[src/rtl/rx_pkg.sv]
package rx_pkg;
  localparam int WORD_W = 32;

  typedef enum logic [1:0] {
    ST_IDLE  = 2'd0,
    ST_START = 2'd1,
    ST_DATA  = 2'd2,
    ST_STOP  = 2'd3
  } rxState_e;

  typedef struct packed {
    logic takeSample;
    logic shiftBit;
    logic pushByte;
  } rxStrobe_t;
endpackage

[src/rtl/rx_ctrl.sv]
module rx_ctrl
  import rx_pkg::*;
#(
  parameter int DIV_W     = 16,
  parameter int OVS       = 16,
  parameter int DATA_BITS = 8
) (
  input  logic             clk,
  input  logic             rst_n,
  input  logic             rxEnable,
  input  logic [DIV_W-1:0] divisor,
  input  logic             lineSync,
  input  logic             voteBit,
  output rxStrobe_t        strobes
);
  localparam int PER_W = DIV_W + 1;
  localparam int OVS_W = $clog2(OVS);
  localparam int IDX_W = $clog2(DATA_BITS);
  localparam logic [OVS_W-1:0] SAMP_FIRST = OVS_W'(OVS / 2 - 1);
  localparam logic [OVS_W-1:0] SAMP_LAST  = OVS_W'(OVS / 2 + 1);
  localparam logic [OVS_W-1:0] DECIDE     = OVS_W'(OVS / 2 + 2);
  localparam logic [OVS_W-1:0] OVS_LAST   = OVS_W'(OVS - 1);
  localparam logic [IDX_W-1:0] IDX_LAST   = IDX_W'(DATA_BITS - 1);

  logic [PER_W-1:0] divPlus, period, tickCnt;
  logic             tick;
  rxState_e         state;
  logic [OVS_W-1:0] ovsCnt;
  logic [IDX_W-1:0] bitIdx;
  logic             atDecide, atWrap;

  // tick period from divisor, never below one cycle
  always_comb begin
    divPlus = {1'b0, divisor} + PER_W'(1);
    period  = divPlus >> OVS_W;
    if (period == '0) period = PER_W'(1);
  end

  assign tick = (tickCnt >= period - PER_W'(1));

  always_ff @(posedge clk or negedge rst_n) begin
    if (!rst_n) tickCnt <= '0;
    else if (tick) tickCnt <= '0;
    else tickCnt <= tickCnt + PER_W'(1);
  end

  assign atDecide = tick && (ovsCnt == DECIDE);
  assign atWrap   = tick && (ovsCnt == OVS_LAST);

  always_ff @(posedge clk or negedge rst_n) begin
    if (!rst_n) begin
      state  <= ST_IDLE;
      ovsCnt <= '0;
      bitIdx <= '0;
    end else if (!rxEnable) begin
      state  <= ST_IDLE;
      ovsCnt <= '0;
    end else if (state == ST_IDLE) begin
      if (tick && !lineSync) begin
        state  <= ST_START;
        ovsCnt <= OVS_W'(1);
      end
    end else begin
      if (tick) ovsCnt <= (ovsCnt == OVS_LAST) ? '0 : ovsCnt + OVS_W'(1);
      if (state == ST_START) begin
        if (atDecide && voteBit) state <= ST_IDLE;
        else if (atWrap) begin
          state  <= ST_DATA;
          bitIdx <= '0;
        end
      end else if (state == ST_DATA) begin
        if (atWrap) begin
          if (bitIdx == IDX_LAST) state <= ST_STOP;
          else bitIdx <= bitIdx + IDX_W'(1);
        end
      end else begin
        if (atDecide) state <= ST_IDLE;
      end
    end
  end

  always_comb begin
    strobes.takeSample = rxEnable && tick && (state != ST_IDLE) &&
                         (ovsCnt >= SAMP_FIRST) && (ovsCnt <= SAMP_LAST);
    strobes.shiftBit   = rxEnable && (state == ST_DATA) && atDecide;
    strobes.pushByte   = rxEnable && (state == ST_STOP) && atDecide && voteBit;
  end

  // disable forces idle on the next cycle
  a_r5_disable_idle: assert property (@(posedge clk) disable iff (!rst_n)
    !rxEnable |=> (state == ST_IDLE));

  // a frame only starts from a low synchronized line
  a_r2_start_low: assert property (@(posedge clk) disable iff (!rst_n)
    (state == ST_START && $past(state) == ST_IDLE) |-> !$past(lineSync));

  // a byte is pushed only when the stop bit is voted high
  a_r4_push_stop_high: assert property (@(posedge clk) disable iff (!rst_n)
    strobes.pushByte |-> voteBit);

  // samples are never taken while idle
  a_r3_no_idle_sample: assert property (@(posedge clk) disable iff (!rst_n)
    (state == ST_IDLE) |-> !strobes.takeSample);
endmodule

[src/rtl/rx_datapath.sv]
module rx_datapath
  import rx_pkg::*;
#(
  parameter int DATA_BITS = 8,
  parameter int DEPTH     = 8,
  parameter int THR_W     = 3
) (
  input  logic              clk,
  input  logic              rst_n,
  input  logic              rxLine,
  input  rxStrobe_t         strobes,
  input  logic              popReq,
  input  logic [THR_W-1:0]  wmThreshold,
  output logic              lineSync,
  output logic              voteBit,
  output logic [WORD_W-1:0] rxWord,
  output logic              wmFlag
);
  localparam int PTR_W = $clog2(DEPTH);
  localparam int CNT_W = $clog2(DEPTH + 1);
  localparam logic [CNT_W-1:0] FULL_CNT = CNT_W'(DEPTH);

  logic [1:0]           syncFf;
  logic [2:0]           samples;
  logic [DATA_BITS-1:0] shiftReg;
  logic [DATA_BITS-1:0] mem [DEPTH];
  logic [PTR_W-1:0]     wrPtr, rdPtr;
  logic [CNT_W-1:0]     count;
  logic                 doPush, doPop, isEmpty;

  always_ff @(posedge clk or negedge rst_n) begin
    if (!rst_n) syncFf <= 2'b11;
    else syncFf <= {syncFf[0], rxLine};
  end
  assign lineSync = syncFf[1];

  always_ff @(posedge clk or negedge rst_n) begin
    if (!rst_n) samples <= 3'b111;
    else if (strobes.takeSample) samples <= {samples[1:0], lineSync};
  end

  assign voteBit = (samples[0] & samples[1]) | (samples[0] & samples[2]) |
                   (samples[1] & samples[2]);

  always_ff @(posedge clk or negedge rst_n) begin
    if (!rst_n) shiftReg <= '0;
    else if (strobes.shiftBit) shiftReg <= {voteBit, shiftReg[DATA_BITS-1:1]};
  end

  assign isEmpty = (count == '0);
  assign doPush  = strobes.pushByte && (count != FULL_CNT);
  assign doPop   = popReq && !isEmpty;

  always_ff @(posedge clk) begin
    if (doPush) mem[wrPtr] <= shiftReg;
  end

  always_ff @(posedge clk or negedge rst_n) begin
    if (!rst_n) begin
      wrPtr <= '0;
      rdPtr <= '0;
      count <= '0;
    end else begin
      if (doPush) wrPtr <= wrPtr + PTR_W'(1);
      if (doPop)  rdPtr <= rdPtr + PTR_W'(1);
      case ({doPush, doPop})
        2'b10:   count <= count + CNT_W'(1);
        2'b01:   count <= count - CNT_W'(1);
        default: count <= count;
      endcase
    end
  end

  assign rxWord = {isEmpty, {(WORD_W-1-DATA_BITS){1'b0}},
                   isEmpty ? {DATA_BITS{1'b0}} : mem[rdPtr]};
  assign wmFlag = (count > CNT_W'(wmThreshold));

  // count never exceeds capacity
  a_r6_count_bound: assert property (@(posedge clk) disable iff (!rst_n)
    count <= FULL_CNT);

  // a full buffer stays full without a pop
  a_r8_full_hold: assert property (@(posedge clk) disable iff (!rst_n)
    (count == FULL_CNT && !popReq) |=> (count == FULL_CNT));

  // pop on empty leaves it empty
  a_r6_pop_empty: assert property (@(posedge clk) disable iff (!rst_n)
    (isEmpty && popReq && !strobes.pushByte) |=> (count == '0));

  // empty word carries a zero data field
  a_r7_empty_zero: assert property (@(posedge clk) disable iff (!rst_n)
    rxWord[WORD_W-1] |-> (rxWord[DATA_BITS-1:0] == '0));
endmodule

[src/rtl/rx_oversample_fifo.sv]
module rx_oversample_fifo
  import rx_pkg::*;
#(
  parameter int DIV_W     = 16,
  parameter int OVS       = 16,
  parameter int DATA_BITS = 8,
  parameter int DEPTH     = 8,
  parameter int THR_W     = 3
) (
  input  logic              clk,
  input  logic              rst_n,
  input  logic              rxEnable,
  input  logic [DIV_W-1:0]  divisor,
  input  logic [THR_W-1:0]  wmThreshold,
  input  logic              rxLine,
  input  logic              popReq,
  output logic [WORD_W-1:0] rxWord,
  output logic              wmFlag
);
  rxStrobe_t strobes;
  logic      lineSync, voteBit;

  rx_ctrl #(.DIV_W(DIV_W), .OVS(OVS), .DATA_BITS(DATA_BITS)) ctrl_i (
    .clk(clk), .rst_n(rst_n), .rxEnable(rxEnable), .divisor(divisor),
    .lineSync(lineSync), .voteBit(voteBit), .strobes(strobes)
  );

  rx_datapath #(.DATA_BITS(DATA_BITS), .DEPTH(DEPTH), .THR_W(THR_W)) dp_i (
    .clk(clk), .rst_n(rst_n), .rxLine(rxLine), .strobes(strobes),
    .popReq(popReq), .wmThreshold(wmThreshold), .lineSync(lineSync),
    .voteBit(voteBit), .rxWord(rxWord), .wmFlag(wmFlag)
  );
endmodule

[config.mk]
export PLATFORM = sky130hd
export DESIGN_NAME = rx_oversample_fifo
export DESIGN_NICKNAME = d
export VERILOG_FILES = /design/src/rtl/rx_pkg.sv /design/src/rtl/rx_ctrl.sv /design/src/rtl/rx_datapath.sv /design/src/rtl/rx_oversample_fifo.sv
export SDC_FILE = /design/constraint.sdc
export NUM_CORES = 1
export LEC_CHECK = 0
export BUFFER_PORTS_ARGS = -buffer_cell sky130_fd_sc_hd__buf_2
export CORE_MARGIN = 2
export CORE_UTILIZATION = 45
export DETAILED_ROUTE_END_ITERATION = 6
export GPL_ROUTABILITY_DRIVEN = 0
export PLACE_DENSITY = 0.6
export SYNTH_ARGS = -nofsm -noshare
export SYNTH_HDL_FRONTEND = slang
export SYNTH_SLANG_ARGS = --single-unit
[constraint.sdc]
create_clock -name clk -period 4 [get_ports clk]
set_clock_uncertainty 0.15 [all_clocks]
set_input_delay 0.6 -clock clk [delete_from_list [all_inputs] [get_ports clk]]
set_output_delay 0.6 -clock clk [all_outputs]
set_load 0.02 [all_outputs]
Yosys cells after proc, flatten, opt, wreduce, memory -nomap -nowiden
Memories as Yosys holds them, arrays and structs flattened.
Cells that the tools add are included.
W data, S select, Z words.
{"block": "classes", "addsub": 9, "n_lt_le_gt_ge": 4, "eq_ne": 17, "muxes": 27, "n_bitwise": 6, "reduce_logical": 26}
{"operator": "$mux W2", "n": 10}
{"operator": "$mux W4", "n": 5}
{"operator": "$mux W3", "n": 6}
{"operator": "$add A16 B1 Y17 const B", "n": 1}
{"operator": "$add A17 B1 Y17 const B", "n": 1}
{"operator": "$ge A17 B17 Y1", "n": 1}
{"operator": "$logic_not A17 Y1", "n": 1}
{"operator": "$mux W17", "n": 1}
{"operator": "$sub A17 B1 Y17 const B", "n": 1}
{"operator": "$logic_and A1 B1 Y1", "n": 15}
{"operator": "$mux W13", "n": 1}
{"operator": "$ne A5 B3 Y1 const B", "n": 2}
{"operator": "$add A3 B1 Y3 const B", "n": 3}
{"operator": "$add A4 B1 Y4 const B", "n": 2}
{"operator": "$eq A4 B4 Y1 const B", "n": 2}
{"operator": "$mux W8", "n": 1}
{"operator": "$pmux W4 S2", "n": 1}
{"operator": "$eq A2 B2 Y1 const B", "n": 3}
{"operator": "$reduce_and A6 Y1", "n": 1}
{"operator": "$reduce_bool A2 Y1", "n": 3}
{"operator": "$ne A5 B1 Y1 const B", "n": 1}
{"operator": "$ne A5 B2 Y1 const B", "n": 1}
{"operator": "$reduce_and A5 Y1", "n": 1}
{"operator": "$eq A2 B1 Y1 const B", "n": 2}
{"operator": "18 further kinds", "n": 23}
{"block": "totals", "ff_bits": 49, "ram_bits": 64, "in_bits": 24, "out_inout_bits": 33, "word_cells": 100, "n_memories": 1}
{"memory": "dp_i.mem", "depth": 8, "word_bits": 8, "rd": 1, "rd_ports_with_merged_regs": 0, "write_ports": 1, "line_no": "rx_datapath.sv:26", "text": "logic [DATA_BITS-1:0] mem [DEPTH];"}

Logic depth before layout (Yosys ltp)
{"block": "logic_depth", "word_depth": 11, "ltp_mapped": 24, "ltp_nobuf": 23}

Hierarchy
From an unflattened synthesis, not the netlist that was laid out.
{"block": "unflattened", "hier_cells": 504, "hier_area_um2": 6044.5}
{"mod": "rx_datapath", "n_inst": 1, "cells_each": 250, "area_per_inst_um2": 3818.7}
{"mod": "rx_ctrl", "n_inst": 1, "cells_each": 254, "area_per_inst_um2": 2225.9}

Worst setup path after synthesis
No wires, ideal clock.
{"block": "synth_timing", "path_type": "input to register", "from": "input divisor[12]", "to": "memory dp_i.mem[1][0] (enable)", "setup_ns": 0.398, "t_arrival_ns": 4.989, "required_time_ns": 3.452, "setup_slack_ns": -1.537, "stages": 17, "path_buffers": 1, "path_cell_list": "or2_2 or4_1 nor3_1 a21oi_1 ha_1 nor4_1 and3_1 a21oi_1 xor2_1 ha_1 and4_4 nand2_1 a21oi_2 o21ai_1 a2111o_1 buf_6 nor4b_1"}
{"block": "synth_between", "elab_chain_cells": 11}
{"element": "start: declaration", "line_no": "rx_oversample_fifo.sv:13", "text": "input logic [DIV_W-1:0] divisor,"}
{"element": "$add A16 B1 Y17 *", "line_no": "rx_ctrl.sv:34", "text": "divPlus = {1'b0, divisor} + PER_W'(1);"}
{"element": "$logic_not A17 Y1", "line_no": "rx_ctrl.sv:36", "text": "if (period == '0) period = PER_W'(1);"}
{"element": "$mux W13 *", "line_no": "rx_ctrl.sv:36"}
{"element": "$sub A17 B1 Y17 *", "line_no": "rx_ctrl.sv:39", "text": "assign tick = (tickCnt >= period - PER_W'(1));"}
{"element": "$ge A17 B17 Y1 *", "line_no": "rx_ctrl.sv:39"}
{"element": "$logic_and A1 B1 Y1 *", "line_no": "rx_ctrl.sv:47", "text": "assign atDecide = tick && (ovsCnt == DECIDE);"}
{"element": "$logic_and A1 B1 Y1 * (2 in a row)", "line_no": "rx_ctrl.sv:86", "text": "strobes.pushByte = rxEnable && (state == ST_STOP) && atDecide && voteBit;"}
{"element": "$logic_and A1 B1 Y1 *", "line_no": "rx_datapath.sv:51", "text": "assign doPush = strobes.pushByte && (count != FULL_CNT);"}
{"element": "$mux W1 *", "line_no": "rx_datapath.sv:55", "text": "if (doPush) mem[wrPtr] <= shiftReg;"}
{"element": "$mux W1 (not written as such) *", "line_no": "rx_datapath.sv:55"}
{"element": "end: declaration", "line_no": "rx_datapath.sv:26"}
Every way passes the cells marked *; elsewhere a longest branch is shown, timed or not.

Final worst setup path
{"block": "layout_timing", "from": "input divisor[12]", "to": "memory dp_i.mem[0][4] (enable)"}
Same word-level chain as after synthesis.

==> flow_summary.ini <==
[critical_path]
cp_slowest_cell = a2111o_1
critPathKind = input port to flop
regToRegSetupSlack_ns = 0.81
r2r-start = ctrl_i.tickCnt[3]
worstSetupStartpoint = divisor[12]
cp_top_family = simple AND/OR/NAND/NOR gates
crit_path_end_kind = flop
worst_ep_required_time_ns = 3.97
crit_path_max_incr_delay_ns = 0.48
crit_chain = buf_6 -> or2_4 -> or4_4 -> nor3_4 -> a21oi_2 -> ha_4 -> nor4_4 -> and3_1 -> a21oi_2 -> xor2_1 -> ha_1 -> and4_4 -> a311oi_4 -> o21ba_4 -> a2111o_1 -> buf_4 -> buf_12 -> buf_4 -> nor4_4 -> buf_4
timing.critical_path.mode_cell = buf_4
cp.arrival_ns = 4.66
cp_max_fo = 12
cp-start-kind = input port
path_buf_inv = 5

[timing]
slew_violations = 0
period_minus_slack_ns = 4.69
slew_headroom_pct = 42.3
finalCritPeriodShare_pct = 117
setup_viol = 91
fmax_ghz = 0.213
worst_slack_ns = -0.687
worst_pin_slew_ns = 0.866
tns_ns = -46.16
grt_setup_unrepaired = true
hold_viol = 0

[synth]
avgSynthCellArea_um2 = 12.4
synth_edf_count = 64
seq_area_frac_synth_pct = 51.9
yosys_warnings = 0
synth_cell_type_count = 61
syn_inst = 489
synth-seq-cells = 113
synth_compound_area_share_pct = 6.24
syn_area_mm2 = 0.00608
synth-simple-area-share_pct = 13.1
synth_fa_ha_area_share_pct = 8.20
synth_xor_area_share_pct = 4.90
ys.flop_type = edfxtp_1
synth_top_family_by_area = simple AND/OR/NAND/NOR gates
muxShareOfSynthArea_pct = 10.7
async_flop_share_pct = 43.4

[floorplan]
num_rows = 42
coreArea_mm2 = 0.0132
die_area_mm2 = 0.0144
die_h_um = 120
die_x_um = 120
io_pins = 57
start_util_pct = 46.1

[detailed_routing]
num_vias = 4112
wl_per_cell_um = 15.5
routed_via_density = 5.14
drtIter0Drc = 173
wirelength_mm = 12.4
dr.pass1.iters = 4
antenna_left = 0
drc = 0

[worst_hold_path]
min_path_type = input port to flop
hold_start = rxLine

[grt]
antenna_found_initial = 0
grt_pass1_vias = 4229
grt_max_degree = 38
grt_first_pass_wirelength_mm = 20.5
grt_usage_pct = 18.3
overflow = 0

[status]
status = finished with violations
violations = negative setup slack

[layout]
layout.nets = 674
finalNonFillerCells = 800
antennaDiodeCount = 0
utilization_pct = 60.2
layout-drive-gt1-share_pct = 37.5
syn2layout_area_growth_pct = 30.7

[cts]
htree_levels = 4
path_clk_slew_ns = 0.05
cts_tree = built
worstSkewPairLatency_ns = 0.41
cts_max_path_buffers = 2
numClockSinks = 113
root_buffer = clkbuf_16
numCtsBuffers = 17
holdBufCountCts = 0

[power]
powerDensity_mw_per_mm2 = 465
ir_drop_v = 0.000253
power_uw = 3690
p_leak_uw = 0.00348

[placement]
place_inst = 748
portBuffers = 33
dp_hpwl_mm = 8.70

[run]
cap_viol_max_count = 0
[cells by family (layout without fill, tap and decap cells)]
family / count (synthesis) / count (layout)
buffers and inverters: 51 / 163
other: 2 / 25
and+or+nand+nor: 150 / 150
DFF: 113 / 113
xor gates and xnor gates: 34 / 34
adders and majority gates: 40 / 40
AOI/OAI and AO/OA: 57 / 57
muxes: 42 / 42
[layout make-up]
type | count | area [um2]
clock inverters | 14 | 129
repair buffers | 115 | 893
fillers | 1061 | 5250
well taps | 176 | 220
inverters | 16 | 60.1
multi-input cells | 348 | 3050
flip-flops and latches | 113 | 3150
clock buffers | 18 | 429
[where the power goes]
part	switching (uW)	internal, uW	total [uW]
Combinational	410	397	807
Clock	550	859	1410
Sequential	168	1310	1470
[registers in the layout, indices dropped and copies added, names as in the netlist]
| name | cells |
|---|---|
| ctrl_i.bitIdx | 3 |
| ctrl_i.ovsCnt | 4 |
| ctrl_i.state | 2 |
| ctrl_i.tickCnt | 17 |
| dp_i.count | 4 |
| dp_i.mem | 64 |
| dp_i.rdPtr | 3 |
| dp_i.samples | 3 |
| dp_i.shiftReg | 8 |
| dp_i.syncFf | 2 |
| dp_i.wrPtr | 3 |
[per-layer routing]
metal / GRT usage [%] / wire (um) / vias to the layer above
met4: 7.35 / 99 / 0
met1: 22.8 / 5340 / 2048
li1: - / - / 1999
met5: 0 / 0 / -
met3: 3.54 / 359 / 10
met2: 31.2 / 6570 / 55
[path summary, 6_finish.rpt]
kind                                      to  depth (start not counted)
max                           dp_i.mem[0][4]                         20
min                           dp_i.syncFf[0]                          1
max reg2reg                   dp_i.mem[0][4]                         11
min reg2reg                   dp_i.syncFf[1]                          0
max in group asynchronous  ctrl_i.tickCnt[1]                          2
min in group asynchronous   ctrl_i.bitIdx[2]                          1
[placed cells by master, fill, tap and decap left out, drive strengths merged, types with 5 or more instances in the layout]
cell,count
a21oi,18
and3,9
buf,115
clkbuf,18
clkinv,5
conb,25
dfrtp,44
dfstp,5
edfxtp,64
ha,39
inv,21
mux2,17
mux2i,9
mux4,16
nand2,21
nand2b,5
nand3,17
nand4,7
nor2,47
nor2b,7
nor3,13
nor4b,5
o21ai,13
or2,7
xnor2,16
xor2,18
[cell usage after synthesis (7+ instances only)]
cell	count	area [um2]
nor2_1	46	173
nor3_1	11	55.1
a21oi_1	17	85.1
ha_1	39	488
inv_1	16	60.1
xnor2_1	16	140
or2_2	7	43.8
mux2_2	14	158
mux2i_1	9	90.1
mux4_2	16	360
xor2_1	18	158
o21ai_0	12	60.1
nand4_1	7	43.8
edfxtp_1	64	1920
and3_1	9	56.3
nor2b_1	7	43.8
nand3_1	17	85.1
nand2_1	21	78.8
buf_4	24	180
dfrtp_1	44	1100
[repair_timing]
| action | in CTS | in global routing |
|---|---|---|
| buffers inserted | 16 | 10 |
| endpoints found under the setup margin | 91 | 107 |
| gates resized for setup | 34 | 31 |
| pin swaps | 19 | 25 |
[per-stage QoR]
| stage | instance area, um2 | hold slack (ns) | worst slack, ns |
|---|---|---|---|
| after floorplan | 6280 | 0.154 | -0.958 |
| after global placement | 6900 | 0.196 | -1.06 |
| after detailed placement | 6900 | 0.201 | -1.22 |
| after CTS | 7710 | 0.116 | -0.716 |
| after global routing | 7940 | 0.126 | -0.845 |
| final | 7940 | 0.140 | -0.687 |
Power figures use the tool's default switching activity.
